--- src/rtl/wfi_pkg.sv ---
package wfi_pkg;

    typedef enum logic [1:0] {
        ST_RUN   = 2'd0,
        ST_SLEEP = 2'd1,
        ST_WAKE  = 2'd2
    } wfi_state_e;

    localparam int CAUSE_W   = 3;
    localparam int CAUSE_DBG = 2;
    localparam int CAUSE_FIQ = 1;
    localparam int CAUSE_IRQ = 0;

endpackage

--- src/rtl/wfi_sync.sv ---
module wfi_sync #(
    parameter int              WIDTH   = 3,
    parameter int              STAGES  = 2,
    parameter logic [WIDTH-1:0] RST_VAL = '0
) (
    input  logic             clk,
    input  logic             rst_n,
    input  logic [WIDTH-1:0] d,
    output logic [WIDTH-1:0] q
);

    logic [WIDTH-1:0] stg [STAGES];

    always_ff @(posedge clk or negedge rst_n) begin
        if (!rst_n) begin
            for (int s = 0; s < STAGES; s++) begin
                stg[s] <= RST_VAL;
            end
        end else begin
            stg[0] <= d;
            for (int s = 1; s < STAGES; s++) begin
                stg[s] <= stg[s-1];
            end
        end
    end

    assign q = stg[STAGES-1];

endmodule

--- src/rtl/wfi_decode.sv ---
module wfi_decode #(
    parameter int            OP1_W         = 3,
    parameter int            CRN_W         = 4,
    parameter int            CRM_W         = 4,
    parameter int            OP2_W         = 3,
    parameter bit            ACCEPT_LEGACY = 1'b1,
    parameter logic [OP1_W-1:0] PRI_OP1    = 3'd0,
    parameter logic [CRN_W-1:0] PRI_CRN    = 4'd7,
    parameter logic [CRM_W-1:0] PRI_CRM    = 4'd0,
    parameter logic [OP2_W-1:0] PRI_OP2    = 3'd4,
    parameter logic [OP1_W-1:0] LEG_OP1    = 3'd0,
    parameter logic [CRN_W-1:0] LEG_CRN    = 4'd15,
    parameter logic [CRM_W-1:0] LEG_CRM    = 4'd8,
    parameter logic [OP2_W-1:0] LEG_OP2    = 3'd2
) (
    input  logic             valid,
    input  logic [OP1_W-1:0] op1,
    input  logic [CRN_W-1:0] crn,
    input  logic [CRM_W-1:0] crm,
    input  logic [OP2_W-1:0] op2,
    output logic             wait_req
);

    logic hit_pri;
    logic hit_leg;

    assign hit_pri = (op1 == PRI_OP1) && (crn == PRI_CRN) &&
                     (crm == PRI_CRM) && (op2 == PRI_OP2);

    generate
        if (ACCEPT_LEGACY) begin : g_legacy
            assign hit_leg = (op1 == LEG_OP1) && (crn == LEG_CRN) &&
                             (crm == LEG_CRM) && (op2 == LEG_OP2);
        end else begin : g_no_legacy
            assign hit_leg = 1'b0;
        end
    endgenerate

    assign wait_req = valid && (hit_pri || hit_leg);

endmodule

--- src/rtl/wfi_wake.sv ---
module wfi_wake
    import wfi_pkg::*;
(
    input  logic               fiq_act,
    input  logic               irq_act,
    input  logic               dbg_ext_act,
    input  logic               dbg_ctl,
    input  logic               dbg_en,
    output logic               wake_any,
    output logic [CAUSE_W-1:0] cause
);

    logic dbg_wake;

    // Debug wake only counts while debug is enabled; interrupt lines ignore masks
    assign dbg_wake = dbg_en && (dbg_ext_act || dbg_ctl);

    always_comb begin
        cause = '0;
        if (dbg_wake) begin
            cause[CAUSE_DBG] = 1'b1;
        end else if (fiq_act) begin
            cause[CAUSE_FIQ] = 1'b1;
        end else if (irq_act) begin
            cause[CAUSE_IRQ] = 1'b1;
        end
    end

    assign wake_any = dbg_wake || fiq_act || irq_act;

endmodule

--- src/rtl/wfi_ctrl.sv ---
module wfi_ctrl
    import wfi_pkg::*;
#(
    parameter int OP1_W       = 3,
    parameter int CRN_W       = 4,
    parameter int CRM_W       = 4,
    parameter int OP2_W       = 3,
    parameter int SYNC_STAGES = 2
) (
    input  logic             clk,
    input  logic             rst_n,
    input  logic             cpw_valid,
    input  logic [OP1_W-1:0] cpw_op1,
    input  logic [CRN_W-1:0] cpw_crn,
    input  logic [CRM_W-1:0] cpw_crm,
    input  logic [OP2_W-1:0] cpw_op2,
    input  logic             fiq_n,
    input  logic             irq_n,
    input  logic             ext_dbg_req,
    input  logic             dbg_ctl_req,
    input  logic             dbg_en,
    input  logic             fiq_unmasked,
    input  logic             irq_unmasked,
    input  logic             wbuf_empty,
    output logic             core_stall,
    output logic             core_clk_en,
    output logic             mem_lp_req,
    output logic             wbuf_drain_en,
    output logic [2:0]       wake_cause,
    output logic             irq_take_req,
    output logic             dbg_entry_req
);

    localparam int ASYNC_W = 3;

    wfi_state_e         state_q, state_d;
    logic [CAUSE_W-1:0] cause_q;
    logic [CAUSE_W-1:0] cause_next;
    logic [ASYNC_W-1:0] async_raw;
    logic [ASYNC_W-1:0] async_sync;
    logic               wait_req;
    logic               wake_any;

    // Active-high versions of the asynchronous lines: {debug, fiq, irq}
    assign async_raw = {ext_dbg_req, ~fiq_n, ~irq_n};

    wfi_sync #(
        .WIDTH   (ASYNC_W),
        .STAGES  (SYNC_STAGES),
        .RST_VAL ('0)
    ) u_sync (
        .clk   (clk),
        .rst_n (rst_n),
        .d     (async_raw),
        .q     (async_sync)
    );

    wfi_decode #(
        .OP1_W (OP1_W),
        .CRN_W (CRN_W),
        .CRM_W (CRM_W),
        .OP2_W (OP2_W)
    ) u_decode (
        .valid    (cpw_valid),
        .op1      (cpw_op1),
        .crn      (cpw_crn),
        .crm      (cpw_crm),
        .op2      (cpw_op2),
        .wait_req (wait_req)
    );

    wfi_wake u_wake (
        .fiq_act     (async_sync[1]),
        .irq_act     (async_sync[0]),
        .dbg_ext_act (async_sync[2]),
        .dbg_ctl     (dbg_ctl_req),
        .dbg_en      (dbg_en),
        .wake_any    (wake_any),
        .cause       (cause_next)
    );

    // Next-state logic
    always_comb begin
        state_d = state_q;
        unique case (state_q)
            ST_RUN: begin
                if (wait_req && !wake_any) begin
                    state_d = ST_SLEEP;
                end
            end
            ST_SLEEP: begin
                if (wake_any) begin
                    state_d = ST_WAKE;
                end
            end
            ST_WAKE: begin
                state_d = ST_RUN;
            end
            default: begin
                state_d = ST_RUN;
            end
        endcase
    end

    // State register and cause capture
    always_ff @(posedge clk or negedge rst_n) begin
        if (!rst_n) begin
            state_q <= ST_RUN;
            cause_q <= '0;
        end else begin
            state_q <= state_d;
            if (state_q == ST_SLEEP && wake_any) begin
                cause_q <= cause_next;
            end
        end
    end

    // Outputs decoded from the state
    always_comb begin
        core_stall    = 1'b0;
        core_clk_en   = 1'b1;
        mem_lp_req    = 1'b0;
        wake_cause    = '0;
        irq_take_req  = 1'b0;
        dbg_entry_req = 1'b0;
        wbuf_drain_en = !wbuf_empty;
        unique case (state_q)
            ST_RUN: begin
            end
            ST_SLEEP: begin
                core_stall  = 1'b1;
                core_clk_en = 1'b0;
                mem_lp_req  = 1'b1;
            end
            ST_WAKE: begin
                wake_cause    = cause_q;
                dbg_entry_req = cause_q[CAUSE_DBG];
                irq_take_req  = (cause_q[CAUSE_FIQ] && fiq_unmasked) ||
                                (cause_q[CAUSE_IRQ] && irq_unmasked);
            end
            default: begin
            end
        endcase
    end

endmodule

--- config.mk ---
export PLATFORM = sky130hd
export DESIGN_NAME = wfi_ctrl
export DESIGN_NICKNAME = d
export VERILOG_FILES = /design/src/rtl/wfi_pkg.sv /design/src/rtl/wfi_sync.sv /design/src/rtl/wfi_decode.sv /design/src/rtl/wfi_wake.sv /design/src/rtl/wfi_ctrl.sv
export SDC_FILE = /design/constraint.sdc
export NUM_CORES = 1
export LEC_CHECK = 0
export BUFFER_PORTS_ARGS = -buffer_cell sky130_fd_sc_hd__buf_2
export CAP_MARGIN = 20
export CORE_MARGIN = 1.5
export CORE_UTILIZATION = 35
export DETAILED_ROUTE_END_ITERATION = 8
export HOLD_SLACK_MARGIN = 0.02
export PLACE_DENSITY_LB_ADDON = 0.1
export SLEW_MARGIN = 20
export SYNTH_ARGS = -nofsm -noshare
export SYNTH_HDL_FRONTEND = slang
export SYNTH_SLANG_ARGS = --single-unit
--- constraint.sdc ---
create_clock -name clk -period 1.25 [get_ports clk]
set_input_delay 0.125 -clock clk [delete_from_list [all_inputs] [get_ports clk]]
set_output_delay 0.125 -clock clk [all_outputs]
set_load 0.005 [all_outputs]
==> results of run 1 <==
cell families (layout without fill, tap and decap cells):
| group | Yosys count | count (layout) | synth area share |
|---|---|---|---|
| AOI/OAI and AO/OA | 10 | 10 | 0.141 |
| DFF | 11 | 11 | 0.566 |
| buffers and inverters | 8 | 51 | 0.0771 |
| and+or+nand+nor | 15 | 15 | 0.216 |
worst paths after layout:
| path | slack, ps | cells after the start | to | start |
|---|---|---|---|---|
| min in group asynchronous | 260 | 2 | cause_q[0] | rst_n |
| max in group asynchronous | 790 | 2 | cause_q[2] | rst_n |
| min reg2reg | 350 | 0 | u_sync.q[2] | u_sync.stg[5] |
| min | 170 | 4 | state_q[0] | cpw_crm[2] |
| max | -100 | 4 | irq_take_req | state_q[1] |
| max reg2reg | 50 | 4 | cause_q[1] | state_q[1] |
cell type report:
class                           instances  share of cell area
Inverter                                6              0.0287
Sequential cell                        11               0.350
Multi-Input combinational cell         25               0.256
Clock buffer                            4              0.0334
Timing Repair Buffer                   41               0.307
Tap cell                               15              0.0239
flip-flops by register name, indices dropped and copies added, names as in the netlist:
name	flops
u_sync.q	3
cause_q	3
u_sync.stg	3
state_q	2
tightest hold or removal path, cell delays in order:
cell and delay (ps):
buf_2 80, nor3b_1 40, nand4b_1 80, o21ai_1 70
power breakdown:
group / switching, uW / internal, uW / leakage, uW
sequential: 4.85 / 367 / 0.000133
clock: 105 / 123 / 0.0000150
combinational: 31.7 / 45.8 / 0.000267
metrics by stage:
step | util | instance area [um^2] | total power (uW)
CTS | 0.572 | 744 | 686
floorplan | - | 487 | 395
detailed placement | 0.504 | 656 | 443
global placement | 0.504 | 656 | 442
global route | 0.604 | 786 | 714
finish | 0.604 | 786 | 678
synth_stat cells (all sizes together):
cell | n | area, um^2
nand2 | 1 | 3.75
and4b | 1 | 10.0
nor2b | 1 | 8.76
nor2 | 1 | 3.75
and2 | 3 | 18.8
a21o | 1 | 7.51
o22ai | 1 | 6.26
buf | 2 | 15.0
nand2b | 2 | 15.0
nor4b | 2 | 17.5
o211ai | 1 | 7.51
nand3 | 1 | 5.00
nor3b | 1 | 7.51
a22o | 1 | 8.76
a21oi | 3 | 15.0
nor4 | 1 | 6.26
dfrtp | 11 | 275
o21ai | 2 | 13.8
inv | 6 | 22.5
a32o | 1 | 10.0
nand4b | 1 | 8.76
routing by layer:
metal	up-vias	routed length (um)	GRT usage
met2	22	479	0.210
met4	0	0	0.0500
met3	0	74	0.0333
met5	-	0	0
li1	237	-	-
met1	209	411	0.141
what timing repair did:
action / CTS / global route
hold buffers: 4 / 0
buffers inserted: 2 / 2
pin swaps: 2 / 0
endpoints found under the setup margin: 1 / 8
hold endpoints to repair: 14 / 0
gates resized for setup: 2 / 5
==> reports/qor.yml, run 1 <==
status: "complete, but fails checks"
violations: "setup timing"
cts_sinks: 11
routed_wl_um: 964
final_common_cell: "buf_2"
area_growth_pct: 61.4
synth-warning-count: 0
grt_pass1_vias: 345
place_congestion: 0.718
timing.fmax_mhz: 742
tightest_slew_ps: 290
num-fill-cells: 122
cp_slowest_cell: "dfrtp_1"
routedWlPerCell_um: 9.45
seqCellArea_um2: 275
drt_iter0_markers: 2
globalRoute.totalOverflow: 0
syn_area_per_cell_um2: 11.1
finalCriticalPeriod_ps: 1350
post-place-ws_ps: 91.6
diodes: 0
layout_common_cells: "32 x buf_2, 11 x dfrtp_1, 5 x inv_1"
min_period_over_period: 1.08
drtAntennaViolNets: 0
holdWs_ps: 166
grt_usage: 0.122
grt_max_degree: 12
drv_cap: 0
drc: 0
timing.final.setup_violations: 6
synthCells: 44
row_count: 13
clkLatencyLatePin_ps: 250
nets: 113
drive_above_1_share: 0.552
die_x_um: 40.3
die_h_um: 40.3
viasPerCell: 4.59
fin_ws_ps: -97.7
worstPathRequired_ps: 1120
hp-class: "input port to flip-flop"
pin_count: 34
critPathCaptureType: "output pin"
initial_core_util: 0.374
dieArea_um2: 1620
clk_pin_slew_ps: 60
core_area_um2: 1300
power_leakage_uw: 0.000415
placedCellCount: 90
via_count: 468
fin_skew_ps: 1.19
cp_max_fo: 3
worstPathCellList: "nor2b_4 > and2_4 > a22o_1 > buf_2"
cp_num_buf_inv: 1
fin_tns_setup_ps: -286
grt_antenna_before_repair: 0
start_kind: "flip-flop"
cp.arrival_ps: 1220
cpPeakStageDelay_ps: 390
cts_tree: "built"
slew_violations: 0
grt_pass1_wl_um: 1280
multiInputGateArea_um2: 201
yosysSeqAreaShare: 0.566
synth.distinct_cells: 24
synth_seq_cells: 11
rsz0062_at_grt: "yes"
finalHoldViolCount: 0
ir_worst_vdd_mv: 0.595
synth_fp_nets: 69
max-slew-margin-rel: 0.807
p_per_area_nw_per_um2: 863
critPathKind: "flip-flop to output pin"
htreeDepth: 1
dr.pass1.iters: 2
cts_made_buffers: 3
cp_top_family: "flip-flops"
portBuffers: 33
cts-root-buf: "clkbuf_4"
clockBufferDepth: 2
fin_cells: 102
post_synth_instance_area_um2: 487
Power figures use the tool's default switching activity.
==> run 2, diff against run 1 <==
Settings changed: SYNTH_HIERARCHICAL set to 1.
==> reports/qor.yml, run 2 <==
status: "complete, but fails checks"  # unchanged
violations: "setup timing"  # unchanged
grt_pass1_vias: 390  # was 345
seqCellArea_um2: 275  # unchanged
timing.final.setup_violations: 8  # was 6
synth_edf_count: 0  # unchanged
internal_power_uw: 539  # was 536 uW
ir_worst_vdd_mv: 0.660  # was 0.595 mV
dr.pass1.iters: 1  # was 2
cts_sinks: 11  # unchanged
synth_seq_cells: 11  # unchanged
switchingPower_uw: 134  # was 142 uW
synth_flop_cell: "dfrtp_1"  # unchanged
routed_wl_um: 994  # was 964 um
timing.fmax_mhz: 705  # was 742 MHz
crit_end: "cause_q[0]"  # was irq_take_req
fin_skew_ps: 0.888  # was 1.19 ps
grt.busiest_layer: "met2"  # unchanged
synth.distinct_cells: 19  # was 24
clockBufferDepth: 2  # unchanged
crit_path_start: "u_sync/q[2]"  # was state_q[1]
ff2ff_setup_slack_ps: -170  # was 50 ps
grt_usage: 0.117  # was 0.122
synth-warning-count: 6  # was 0
finalCriticalPeriod_ps: 1420  # was 1350 ps
portBuffers: 33  # unchanged
synth.most_common_cell: "dfrtp_1"  # unchanged
drc: 0  # unchanged
pwr-share-comb: 0.116  # was 0.114
die_x_um: 43.0  # was 40.3 um
final_common_cell: "buf_2"  # unchanged
layout_common_cells: "33 x buf_2, 11 x dfrtp_1, 5 x inv_1"  # was 32 x buf_2, 11 x dfrtp_1, 5 x inv_1
drtAntennaViolNets: 0  # unchanged
slew_violations: 0  # unchanged
synth_area_leader_cell: "dfrtp_1"  # unchanged
synthCells: 45  # was 44
sw_frac_of_total: 0.199  # was 0.209
area_growth_pct: 39.5  # was 61.4%
cts-root-buf: "clkbuf_4"  # unchanged
finalHoldViolCount: 0  # unchanged
worstPathRequired_ps: 1390  # was 1120 ps
yosysSeqAreaShare: 0.491  # was 0.566
yosysTopAreaCellShare: 0.491  # was 0.566
use_met1: 0.145  # was 0.141
reg2regPathDepth: 4  # unchanged
finish.utilization: 0.519  # was 0.604
pin_count: 34  # unchanged
cts_tree: "built"  # unchanged
nets: 107  # was 113
drv_cap: 0  # unchanged
drive_above_1_share: 0.580  # was 0.552
max-slew-margin-rel: 0.838  # was 0.807
grtUsageMet3: 0.0255  # was 0.0333
power_leakage_uw: 0.000438  # was 0.000415 uW
fin_ws_ps: -169  # was -97.7 ps
grt_max_degree: 12  # unchanged
clkLatencyLatePin_ps: 260  # was 250 ps
ys_top_cells_by_area: "dfrtp_1 49%, buf_4 8.0%, mux2_4 8.0%, nor4b_2 5.4%, nand3b_4 3.6%"  # was dfrtp_1 57%, and2_1 3.9%, inv_1 3.9%, nor4b_1 3.6%, a21oi_1 3.1%
synth_fp_nets: 70  # was 69
r2r-start: "u_sync/q[2]"  # was state_q[1]
post-place-ws_ps: -174  # was 91.6 ps
globalRoute.totalOverflow: 0  # unchanged
post_synth_instance_area_um2: 561  # was 487 um^2
via_count: 439  # was 468
clk_pin_slew_ps: 60  # about the same
netlist_top_cells_count: "11 x dfrtp_1, 6 x buf_4, 5 x inv_1"  # was 11 x dfrtp_1, 5 x inv_1, 3 x a21oi_1, 3 x and2_1
syn_area_per_cell_um2: 12.5  # was 11.1 um^2
place_congestion: 0.729  # was 0.718
min_period_over_period: 1.14  # was 1.08
worstPathCellList: "o21a_1 > or3_4 > nand3b_4 > mux2_4"  # was nor2b_4 > and2_4 > a22o_1 > buf_2
core_area_um2: 1510  # was 1300 um^2
grt_antenna_before_repair: 0  # unchanged
num-fill-cells: 141  # was 122
tightest_slew_ps: 243  # was 290 ps
rsz0062_at_grt: "yes"  # unchanged
start_kind: "flip-flop"  # unchanged
dieArea_um2: 1850  # was 1620 um^2
power_frac_seq: 0.548  # was 0.549
critPathCaptureType: "flip-flop"  # was output pin
cp_slowest_cell: "dfrtp_1"  # unchanged
synthArstFlopShare: 1.00  # unchanged
drt_iter0_markers: 0  # was 2
crit-reg2reg-capture: "cause_q[0]"  # was cause_q[1]
grt_pass1_wl_um: 1600  # was 1280 um
p_per_area_nw_per_um2: 861  # was 863 nW/um^2
hpwlAfterDp_um: 809
pwr-share-clk: 0.335  # was 0.337
row_count: 14  # was 13
multiInputGateArea_um2: 229  # was 201 um^2
use_met2: 0.194  # was 0.210
cpPeakStageDelay_ps: 360  # was 390 ps
cts_setup_buffers: 0  # was 2
hp-class: "input port to async pin"  # was input port to flip-flop
cp.arrival_ps: 1560  # was 1220 ps
htreeDepth: 1  # unchanged
routedWlPerCell_um: 10.2  # was 9.45 um
cp_max_fo: 4  # was 3
initial_core_util: 0.372  # was 0.374
viasPerCell: 4.53  # was 4.59
critPathKind: "flip-flop to flip-flop"  # was flip-flop to output pin
die_h_um: 43.0  # was 40.3 um
cts_made_buffers: 3  # unchanged
diodes: 0  # unchanged
-- run 2: how the worst min path moves through the flow --
stage / start / end / slack (ps) / cells past startpoint
after floorplan: rst_n / cause_q[0] / -170 / 0
after global placement: rst_n / u_sync/q[2] / 0.1 / 1
after detailed placement: rst_n / u_sync/stg[5] / 2 / 1
after CTS: rst_n / u_sync/q[1] / 250 / 2
after global routing: rst_n / cause_q[0] / 270 / 2
final: rst_n / u_sync/q[1] / 260 / 2
-- run 2: metal layers --
layer	up-vias	routed length (um)
met3	0	53
met5	-	0
met1	200	428
met4	0	0
li1	223	-
met2	16	511
-- run 2: layout make-up --
class | count | area share
clock buffers | 4 | 0.0336
inverters | 5 | 0.0240
multi-input cells | 23 | 0.293
flip-flops and latches | 11 | 0.352
well taps | 16 | 0.0256
repair buffers | 38 | 0.272
-- run 2: power groups by stage --
stage	logic (uW)	clock network, uW	registers [uW]
final	78.4	226	369
after global routing	86.9	254	370
after CTS	79.6	239	369
after detailed placement	69.8	0	376
after global placement	68.3	0	376
after floorplan	29.1	0	374
-- run 2: cell families after synthesis --
logic type	synth area share
and+or+nand+nor	0.268
DFF	0.491
buffers and inverters	0.114
AOI/OAI and AO/OA	0.0469
muxes	0.0804
-- run 2: repair_timing --
item	4_1_cts	5_1_grt
gates resized for setup	0	1
endpoints found under the setup margin	8	9
endpoints found under the hold margin	14	0
hold buffers	4	0
pin swaps	2	0
-- run 2: metrics by stage --
| step | area, um^2 | std cells | hold slack (ps) | TNS (ps) | power, uW |
|---|---|---|---|---|---|
| after floorplan | 566 | 45 | -171 | -784 | 403 |
| after global placement | 713 | 89 | 0.149 | -431 | 444 |
| after detailed placement | 713 | 89 | 1.99 | -509 | 446 |
| after CTS | 779 | 97 | 252 | -809 | 688 |
| after global routing | 782 | 97 | 274 | -1290 | 711 |
| final | 782 | 97 | 257 | -697 | 674 |
-- run 2: worst max-delay path, delay by kind of cell (launching register included) --
| kind | cells | cell delay [ps] |
|---|---|---|
| AND/OR/NAND/NOR | 2 | 470 |
| flip-flops | 1 | 360 |
| AO/OA/AOI/OAI | 1 | 180 |
| multiplexers | 1 | 300 |
